File: src/rtl/puf_seq_pkg.sv
package puf_seq_pkg;

  typedef enum logic [2:0] {
    ST_IDLE,
    ST_DISCH,
    ST_BITS,
    ST_ADC_REQ,
    ST_ADC_WAIT,
    ST_DONE
  } seqState_t;

  // strobes from control to datapath
  typedef struct packed {
    logic loadCfg;
    logic loadDis;
    logic loadChal;
    logic shiftBit;
    logic tally;
    logic latchResp;
  } seqStrobe_t;

  // status from datapath to control
  typedef struct packed {
    logic timerZero;
    logic lastBit;
    logic lastRun;
  } seqStatus_t;

  localparam logic [1:0] SEL_LOW  = 2'b01;
  localparam logic [1:0] SEL_HIGH = 2'b10;

endpackage

File: src/rtl/puf_seq_ctrl.sv
module puf_seq_ctrl
  import puf_seq_pkg::*;
(
  input  logic       clk,
  input  logic       rst_n,
  input  logic       start,
  input  logic       adcDone,
  input  seqStatus_t status,
  output seqStrobe_t strb,
  output logic       driveEn,
  output logic       adcStart,
  output logic       busy,
  output logic       respValid
);

  seqState_t state, stateNext;

  always_ff @(posedge clk or negedge rst_n) begin
    if (!rst_n) state <= ST_IDLE;
    else        state <= stateNext;
  end

  always_comb begin
    stateNext = state;
    strb      = '0;
    unique case (state)
      ST_IDLE: begin
        if (start) begin
          strb.loadCfg = 1'b1;
          stateNext    = ST_DISCH;
        end
      end
      ST_DISCH: begin
        if (status.timerZero) begin
          strb.loadChal = 1'b1;
          stateNext     = ST_BITS;
        end
      end
      ST_BITS: begin
        if (status.timerZero) begin
          if (status.lastBit) stateNext     = ST_ADC_REQ;
          else                strb.shiftBit = 1'b1;
        end
      end
      ST_ADC_REQ: stateNext = ST_ADC_WAIT;
      ST_ADC_WAIT: begin
        if (adcDone) begin
          strb.tally = 1'b1;
          if (status.lastRun) begin
            strb.latchResp = 1'b1;
            stateNext      = ST_DONE;
          end else begin
            strb.loadDis = 1'b1;
            stateNext    = ST_DISCH;
          end
        end
      end
      ST_DONE: stateNext = ST_IDLE;
      default: stateNext = ST_IDLE;
    endcase
  end

  assign busy      = (state != ST_IDLE);
  assign adcStart  = (state == ST_ADC_REQ);
  assign respValid = (state == ST_DONE);
  assign driveEn   = (state == ST_BITS) || (state == ST_ADC_REQ) || (state == ST_ADC_WAIT);

  p_adcstart_pulse_r3: assert property (@(posedge clk) disable iff (!rst_n)
    adcStart |=> !adcStart);

  p_valid_after_done_r3: assert property (@(posedge clk) disable iff (!rst_n)
    $rose(respValid) |-> $past(adcDone));

  p_valid_pulse_r10: assert property (@(posedge clk) disable iff (!rst_n)
    respValid |=> !respValid);

  p_accept_r10: assert property (@(posedge clk) disable iff (!rst_n)
    (start && !busy) |=> busy);

endmodule

File: src/rtl/puf_seq_dp.sv
module puf_seq_dp
  import puf_seq_pkg::*;
#(
  parameter int CHAL_W   = 32,
  parameter int ADC_W    = 12,
  parameter int DLY_W    = 16,
  parameter int CAL_W    = 5,
  parameter int REP_W    = 7,
  parameter int DIS_W    = 16,
  parameter int RESP_POS = 5
) (
  input  logic              clk,
  input  logic              rst_n,
  input  seqStrobe_t        strb,
  output seqStatus_t        status,
  input  logic [CHAL_W-1:0] challenge,
  input  logic              varMode,
  input  logic [DLY_W-1:0]  fixedDelay,
  input  logic [DLY_W-1:0]  baseDelay,
  input  logic [CAL_W-1:0]  calValue,
  input  logic              calWide,
  input  logic [1:0]        bitSel,
  input  logic              chanSel,
  input  logic [REP_W-1:0]  repeatCnt,
  input  logic [DIS_W-1:0]  dischargeCycles,
  input  logic [ADC_W-1:0]  adcData,
  output logic              curBit,
  output logic              chanReg,
  output logic              respBit
);

  localparam int SUM_W    = DLY_W + 1;
  localparam int TMR_W    = (SUM_W > DIS_W) ? SUM_W : DIS_W;
  localparam int IDX_W    = $clog2(CHAL_W);
  localparam int LOW_POS  = RESP_POS - 1;
  localparam int HIGH_POS = RESP_POS + 1;

  logic [CHAL_W-1:0] chalReg, shiftReg;
  logic [IDX_W-1:0]  bitIdx;
  logic [TMR_W-1:0]  timer;
  logic [SUM_W-1:0]  dlyReg;
  logic [DIS_W-1:0]  disReg;
  logic [1:0]        selReg;
  logic [REP_W-1:0]  repsReg, runCnt, onesCnt;
  logic              respReg;

  logic [SUM_W-1:0]  calUsed, dlyRaw, dlyEff;
  logic [DIS_W-1:0]  disEffIn;
  logic [REP_W-1:0]  onesNext;
  logic              selBit;

  always_comb begin
    calUsed  = calWide ? SUM_W'(calValue) : SUM_W'(calValue[CAL_W-2:0]);
    dlyRaw   = varMode ? (SUM_W'(baseDelay) + calUsed) : SUM_W'(fixedDelay);
    dlyEff   = (dlyRaw == '0) ? SUM_W'(1) : dlyRaw;
    disEffIn = (dischargeCycles == '0) ? DIS_W'(1) : dischargeCycles;
    unique case (selReg)
      SEL_LOW:  selBit = adcData[LOW_POS];
      SEL_HIGH: selBit = adcData[HIGH_POS];
      default:  selBit = adcData[RESP_POS];
    endcase
    onesNext = onesCnt + REP_W'(selBit);
  end

  // captured setup
  always_ff @(posedge clk or negedge rst_n) begin
    if (!rst_n) begin
      chalReg <= '0;
      dlyReg  <= SUM_W'(1);
      disReg  <= DIS_W'(1);
      selReg  <= '0;
      chanReg <= 1'b0;
      repsReg <= REP_W'(1);
    end else if (strb.loadCfg) begin
      chalReg <= challenge;
      dlyReg  <= dlyEff;
      disReg  <= disEffIn;
      selReg  <= bitSel;
      chanReg <= chanSel;
      repsReg <= repeatCnt | REP_W'(1);
    end
  end

  // shared interval timer
  always_ff @(posedge clk or negedge rst_n) begin
    if (!rst_n)                            timer <= '0;
    else if (strb.loadCfg)                 timer <= TMR_W'(disEffIn) - TMR_W'(1);
    else if (strb.loadDis)                 timer <= TMR_W'(disReg) - TMR_W'(1);
    else if (strb.loadChal || strb.shiftBit) timer <= TMR_W'(dlyReg) - TMR_W'(1);
    else if (timer != '0)                  timer <= timer - TMR_W'(1);
  end

  // challenge serializer, LSB first
  always_ff @(posedge clk or negedge rst_n) begin
    if (!rst_n) begin
      shiftReg <= '0;
      bitIdx   <= '0;
    end else if (strb.loadChal) begin
      shiftReg <= chalReg;
      bitIdx   <= '0;
    end else if (strb.shiftBit) begin
      shiftReg <= shiftReg >> 1;
      bitIdx   <= bitIdx + IDX_W'(1);
    end
  end

  // vote accumulation
  always_ff @(posedge clk or negedge rst_n) begin
    if (!rst_n) begin
      runCnt  <= '0;
      onesCnt <= '0;
      respReg <= 1'b0;
    end else begin
      if (strb.loadCfg) begin
        runCnt  <= '0;
        onesCnt <= '0;
      end else if (strb.tally) begin
        runCnt  <= runCnt + REP_W'(1);
        onesCnt <= onesNext;
      end
      if (strb.latchResp)
        respReg <= ({onesNext, 1'b0} > {1'b0, repsReg});
    end
  end

  assign curBit           = shiftReg[0];
  assign respBit          = respReg;
  assign status.timerZero = (timer == '0);
  assign status.lastBit   = (bitIdx == IDX_W'(CHAL_W - 1));
  assign status.lastRun   = (runCnt == repsReg - REP_W'(1));

  p_vote_bound_r9: assert property (@(posedge clk) disable iff (!rst_n)
    onesCnt <= runCnt);

  p_shift_step_r1: assert property (@(posedge clk) disable iff (!rst_n)
    strb.shiftBit |=> (bitIdx == $past(bitIdx) + IDX_W'(1)));

  p_cfg_hold_r11: assert property (@(posedge clk) disable iff (!rst_n)
    !strb.loadCfg |=> ($stable(dlyReg) && $stable(chanReg) && $stable(chalReg)));

  p_delay_nonzero_r2: assert property (@(posedge clk) disable iff (!rst_n)
    dlyReg != '0);

endmodule

File: src/rtl/puf_chal_seq.sv
module puf_chal_seq
  import puf_seq_pkg::*;
#(
  parameter int CHAL_W   = 32,
  parameter int ADC_W    = 12,
  parameter int DLY_W    = 16,
  parameter int CAL_W    = 5,
  parameter int REP_W    = 7,
  parameter int DIS_W    = 16,
  parameter int RESP_POS = 5
) (
  input  logic              clk,
  input  logic              rst_n,
  input  logic              start,
  input  logic [CHAL_W-1:0] challenge,
  input  logic              varMode,
  input  logic [DLY_W-1:0]  fixedDelay,
  input  logic [DLY_W-1:0]  baseDelay,
  input  logic [CAL_W-1:0]  calValue,
  input  logic              calWide,
  input  logic [1:0]        bitSel,
  input  logic              chanSel,
  input  logic [REP_W-1:0]  repeatCnt,
  input  logic [DIS_W-1:0]  dischargeCycles,
  output logic              driveA,
  output logic              driveB,
  output logic              adcStart,
  input  logic              adcDone,
  input  logic [ADC_W-1:0]  adcData,
  output logic              busy,
  output logic              respValid,
  output logic              respBit
);

  seqStrobe_t strb;
  seqStatus_t status;
  logic       driveEn, curBit, chanReg;

  puf_seq_ctrl u_ctrl (
    .clk(clk), .rst_n(rst_n), .start(start), .adcDone(adcDone),
    .status(status), .strb(strb), .driveEn(driveEn), .adcStart(adcStart),
    .busy(busy), .respValid(respValid)
  );

  puf_seq_dp #(
    .CHAL_W(CHAL_W), .ADC_W(ADC_W), .DLY_W(DLY_W), .CAL_W(CAL_W),
    .REP_W(REP_W), .DIS_W(DIS_W), .RESP_POS(RESP_POS)
  ) u_dp (
    .clk(clk), .rst_n(rst_n), .strb(strb), .status(status),
    .challenge(challenge), .varMode(varMode), .fixedDelay(fixedDelay),
    .baseDelay(baseDelay), .calValue(calValue), .calWide(calWide),
    .bitSel(bitSel), .chanSel(chanSel), .repeatCnt(repeatCnt),
    .dischargeCycles(dischargeCycles), .adcData(adcData),
    .curBit(curBit), .chanReg(chanReg), .respBit(respBit)
  );

  assign driveA = driveEn && !chanReg && curBit;
  assign driveB = driveEn &&  chanReg && curBit;

  p_unsel_low_r7: assert property (@(posedge clk) disable iff (!rst_n)
    !(driveA && driveB));

  p_idle_low_r8: assert property (@(posedge clk) disable iff (!rst_n)
    !busy |-> (!driveA && !driveB));

endmodule

File: config.mk
export PLATFORM = sky130hd
export DESIGN_NAME = puf_chal_seq
export DESIGN_NICKNAME = d
export VERILOG_FILES = /design/src/rtl/puf_seq_pkg.sv /design/src/rtl/puf_seq_ctrl.sv /design/src/rtl/puf_seq_dp.sv /design/src/rtl/puf_chal_seq.sv
export SDC_FILE = /design/constraint.sdc
export NUM_CORES = 1
export LEC_CHECK = 0
export BUFFER_PORTS_ARGS = -buffer_cell sky130_fd_sc_hd__buf_2
export CORE_MARGIN = 4
export CORE_UTILIZATION = 50
export CTS_BUF_LIST = sky130_fd_sc_hd__clkbuf_4 sky130_fd_sc_hd__clkbuf_8
export DETAILED_ROUTE_END_ITERATION = 10
export GPL_ROUTABILITY_DRIVEN = 0
export PLACE_DENSITY = 0.81
export SLEW_MARGIN = 0
export SYNTH_ARGS = -nofsm -noshare
export SYNTH_HDL_FRONTEND = slang
export SYNTH_SLANG_ARGS = --single-unit
File: constraint.sdc
create_clock -name clk -period 3.63 [get_ports clk]
set_input_delay 0.1815 -clock clk [delete_from_list [all_inputs] [get_ports clk]]
set_output_delay 0.1815 -clock clk [all_outputs]
set_load 0.01 [all_outputs]
# After elaboration in Yosys (flattened, before gate mapping)
# Cells that the tools add are included.
# totals
ff_bits,146
in_bits,113
output_inout_bits,6
word_cells,92
# classes
add_sub_neg,9
n_lt_le_gt_ge,1
n_eq_ne,14
n_mux,37
reduce_logical,18
# op_table
cell,n
$mux W17,6
$mux W32,2
$logic_not A17 Y1,2
$sub A16 B1 Y17 const B,2
$sub A17 B1 Y17 const B,2
$mux W7,4
$mux W3,6
$add A16 B17 Y17,1
$reduce_bool A17 Y1,1
$logic_not A16 Y1,1
$mux W16,1
$mux W5,3
$pmux W3 S5,1
$mux W1,11
$ne A2 B2 Y1 const B,5
$gt A8 B7 Y1,1
$add A7 B1 Y7,1
$add A7 B1 Y7 const B,1
$eq A7 B7 Y1,1
$sub A7 B1 Y7 const B,1
$eq A3 B2 Y1 const B,2
$eq A3 B3 Y1 const B,2
$add A5 B1 Y5 const B,1
$eq A5 B5 Y1 const B,1
other kinds (13),20

# Longest topological paths before layout
# logic_depth
ltp_word,8
depth_mapped,15
ltp_nobuf,15

# Modules after synthesis
# From an unflattened synthesis, not the netlist that was laid out.
# unflattened
cells_unflattened,769
hier_area_um2,7831.3
# modules_own_cells
mod,instances,cells_each,area_per_inst_um2,seq_area_each_um2
puf_seq_dp,1,738,7573.5,3580.9
puf_seq_ctrl,1,29,241.5,75.1
puf_chal_seq,1,2,16.3,0.0

# Least setup slack after synthesis
# No wires, ideal clock.
# synth_path
path_kind,flip-flop to flip-flop
from,register u_dp.bitIdx[0]
to,register u_dp.timer[16]
setup_ns,0.125
t_arrival_ns,2.983
required_ns,3.505
path_slack_ns,0.522
stages_incl_launch_ff,16
path_buffers,2
synth_period_minus_slack_ns,3.108
path_cell_list,dfrtp_1 > ha_1 > and3_1 > ha_1 > nor4b_1 > nor2_1 > nor3_1 > buf_6 > a21o_1 > a21oi_1 > ha_1 > and3_1 > clkbuf_1 > nand3_1 > nor4_1 > mux2_2
# synth_between
elab_chain_cells,8
elab_cells_between_ends,9
classes_between,eq/ne: 1; mux: 6; reduce/logical: 2
# synth_rtl
item,line_no,text
"start, declared",puf_seq_dp.sv:39,logic [IDX_W-1:0] bitIdx;
"start signal, assigned",puf_seq_dp.sv:103,bitIdx <= bitIdx + IDX_W'(1);
$eq A5 B5 Y1 *,puf_seq_dp.sv:129,assign status.lastBit = (bitIdx == IDX_W'(CHAL_W - 1));
$mux W1 *,puf_seq_ctrl.sv:41,if (status.lastBit) stateNext = ST_ADC_REQ;
$mux W1 *,puf_seq_ctrl.sv:40,if (status.timerZero) begin
$mux W1 *,puf_seq_ctrl.sv:26,unique case (state)
$logic_or A1 B1 Y1 *,puf_seq_dp.sv:89,else if (strb.loadChal || strb.shiftBit) timer <= TMR_W'(dlyReg) - TMR_W'(1);
$mux W17,puf_seq_dp.sv:89,
$mux W17,puf_seq_dp.sv:88,else if (strb.loadDis) timer <= TMR_W'(disReg) - TMR_W'(1);
$mux W17,puf_seq_dp.sv:87,else if (strb.loadCfg) timer <= TMR_W'(disEffIn) - TMR_W'(1);
"end signal, assigned",puf_seq_dp.sv:87,
"end signal, assigned",puf_seq_dp.sv:88,
"end signal, assigned",puf_seq_dp.sv:89,
"end, declared",puf_seq_dp.sv:40,logic [TMR_W-1:0] timer;
# Every way passes the cells marked *; elsewhere a longest branch is shown, timed or not.
# A chain may end at the register's enable or synchronous reset.

# Worst setup path after layout
# Same ends and word-level chain as after synthesis.

==> impl_metrics.json <==
{
  "yosysTopAreaCell": "dfrtp_1",
  "worst_ep_required_time_ns": 3.96,
  "cts_buffers": 17,
  "outcome": "completed",
  "final_util_pct": 62.6,
  "clkTransAtPathRegs_ns": 0.08,
  "yosysMostFrequentCell": "nand2_1",
  "cp_max_fo": 7,
  "cpMostUsedCell": "ha_1",
  "drive_gt1_share_pct": 19.3,
  "die_h_um": 131,
  "worstMarginPinSlew_ns": 1.11,
  "ir_drop_mv": 0.328,
  "crit_chain": "ha_1 -> and3_1 -> ha_1 -> nor4b_1 -> nor2_1 -> nor3_4 -> buf_4 -> a21oi_1 -> o221ai_1 -> and4bb_2 -> nand3_1 -> nor4_1 -> mux2_2",
  "ys_seq_elements": 146,
  "final_area_mm2": 0.00917,
  "p_leak_nw": 4.41,
  "synth_nets": 948,
  "finalCritPeriodShare_pct": 90.6,
  "dp_cells": 1080,
  "ctsLongestPathBuffers": 2,
  "finalHoldViolations": 0,
  "hold_class": "in2reg",
  "final_net_count": 1102,
  "max_cap_violations": 0,
  "dp_hpwl_um": 12000,
  "p_int_w": 0.00279,
  "fin_crit_ns": 3.29,
  "yosysTopAreaCellShare_pct": 47.9,
  "htree_levels": 4,
  "antenna_found_initial": 0,
  "crit_path_start_kind": "flop",
  "min_from": "adcDone",
  "die_w_um": 131,
  "clockPowerShare_pct": 30.5,
  "io_buffers": 108,
  "rsz0062_at_grt": "no",
  "grt_overflow": 0,
  "dieArea_mm2": 0.0171,
  "start_util_pct": 51.4,
  "synth.area.top_cells": "dfrtp_1 48%, nand2_1 9.4%, mux2i_1 4.8%, a21oi_1 4.3%, nor2_1 4.0%",
  "worst_path_dominant_cell_family": "simple AND/OR/NAND/NOR gates",
  "synth_cell_types": 65,
  "rr_startpoint": "u_dp.bitIdx[0]$_DFFE_PN0N_",
  "drtAntennaViolNets": 0,
  "routed_wire_length_per_instance_um": 14.9,
  "antenna_cells": 0,
  "p_per_area_mw_per_mm2": 430,
  "stdcell_count": 1167,
  "switching_share_pct": 29.3,
  "drc": 0,
  "pwr-share-seq_pct": 49.5,
  "wirelength_um": 17400,
  "grt_max_degree": 108,
  "crit_path_max_incr_delay_ns": 0.42,
  "cp_data_arrival_time_ns": 3.62,
  "setup_viol": 0,
  "clkLatencyLatePin_ns": 0.44,
  "cts_setup_buffers": 0,
  "grt_pass1_vias": 6223,
  "path_class": "reg2reg",
  "cts_num_sinks": 146,
  "r2r_slack_ns": 0.34,
  "dr.pass1.iters": 4,
  "synthCells": 816,
  "endpoint_kind": "flop",
  "tns_ns": 0,
  "power.switching_w": 0.00115,
  "drv_slew": 0,
  "fmax_ghz": 0.304,
  "synth-async-reset-ratio_pct": 100,
  "via_per_inst": 5.41,
  "synth_edf_count": 0,
  "syn_area_per_cell_um2": 9.22,
  "ys_top_cells_by_count": "189 x nand2_1, 144 x dfrtp_1, 80 x nor2_1, 65 x a21oi_1",
  "grt_pass1_wl_um": 28500,
  "drtIter0Drc": 418,
  "syn_area_mm2": 0.00753,
  "ios": 119,
  "cp_num_buf_inv": 1,
  "share_comb_of_total_power_pct": 20.0,
  "cts_tree": "built",
  "via_count": 6310,
  "area_growth_pct": 21.8,
  "synth_warnings": 0,
  "seq_area_frac_synth_pct": 48.6,
  "core_area_mm2": 0.0146,
  "rows": 44,
  "slew_headroom_pct": 25.8,
  "dpl-instance-area_mm2": 0.00823,
  "grt.total_usage_pct": 21.0,
  "crit_start": "u_dp.bitIdx[0]$_DFFE_PN0N_",
  "ys.flop_type": "dfrtp_1",
  "crit_slowest_cell": "dfrtp_1",
  "skew_ns": 0.0119,
  "cts-root-buf": "clkbuf_8"
}
-- sequential cells by signal, summed over array words and instances (netlist names) --
register       cells
u_dp.repsReg       6
u_dp.chalReg      32
u_dp.bitIdx        5
u_dp.shiftReg     32
u_dp.dlyReg       17
u_ctrl.state       3
u_dp.respBit       1
u_dp.onesCnt       7
u_dp.disReg       16
u_dp.chanReg       1
u_dp.runCnt        7
u_dp.timer        17
u_dp.selReg        2
-- tightest hold or removal path, cell delays in order --
cell,delay [ns]
buf_2,0.13
nand2_1,0.06
a21o_1,0.10
-- per-stage QoR --
stage                     setup slack [ns]  power [W]  hold slack [ns]
final                                0.342    0.00394           0.0694
after global routing                0.0408    0.00416           0.0516
after CTS                            0.189    0.00397           0.0184
after detailed placement             0.230    0.00271            0.375
after global placement               0.294    0.00267            0.370
after floorplan                      0.522    0.00246           -0.114
-- final timing paths --
check | end | cells past startpoint
setup / recovery | u_dp.timer[16]$_DFFE_PN0P_ | 13
hold / removal | u_ctrl.state[2]$_DFFE_PN0P_ | 3
setup reg to reg | u_dp.timer[16]$_DFFE_PN0P_ | 13
hold reg to reg | u_dp.disReg[1]$_DFFE_PN0P_ | 2
max in group asynchronous | u_dp.shiftReg[6]$_DFFE_PN0N_ | 3
min in group asynchronous | u_dp.onesCnt[0]$_DFFE_PN0P_ | 2
-- timing repair --
item / 4_1_cts / 5_1_grt
resized for setup: 0 / 2
hold buffers: 55 / 0
endpoints found under the hold margin: 158 / 0
endpoints found under the setup margin: 0 / 3
-- kinds of logic after synthesis --
| logic type | Yosys count | synth area share (%) |
|---|---|---|
| AO/OA/AOI/OAI | 152 | 12.7 |
| adder cells (fa/ha/maj) | 19 | 3.26 |
| multiplexers | 51 | 7.03 |
| buffers and inverters | 61 | 3.37 |
| AND/OR/NAND/NOR | 352 | 21.0 |
| XOR/XNOR | 35 | 4.07 |
| flip-flops | 146 | 48.6 |
-- layout by cell type (no fill, tap or decap), drive strengths merged, types with 10 or more instances in the layout --
master       count
a21oi           66
and3            10
buf            122
clkbuf          21
dfrtp          144
dlygate4sd3     55
ha              18
inv             21
mux2            15
mux2i           36
nand2          190
nand3           12
nor2            81
o21ai           36
xnor2           13
xor2            22
-- per-layer routing --
layer | up-vias | global-route usage (%) | share of wire [%]
li1 | 3114 | - | -
met1 | 3013 | 27.1 | 44
met2 | 151 | 34.8 | 49
met3 | 32 | 4.88 | 5.1
met4 | 0 | 7.32 | 2.3
met5 | - | 0 | 0
-- final cells by class --
class | count | area, um^2
Multi-Input combinational cell | 609 | 3630
Timing Repair Buffer | 177 | 1200
Clock inverter | 11 | 106
Clock buffer | 21 | 270
Inverter | 19 | 71.3
Sequential cell | 146 | 3660
Tap cell | 184 | 230
Fill cell | 1189 | 5480
-- power by group through the flow --
stage / Combinational [W] / Sequential, W / Clock [W]
after floorplan: 0.000528 / 0.00193 / 0
after global placement: 0.000701 / 0.00197 / 0
after detailed placement: 0.000734 / 0.00198 / 0
after CTS: 0.000786 / 0.00195 / 0.00124
after global routing: 0.000891 / 0.00197 / 0.00130
final: 0.000788 / 0.00195 / 0.00120
Note: power is estimated with default switching activity, not from simulation.
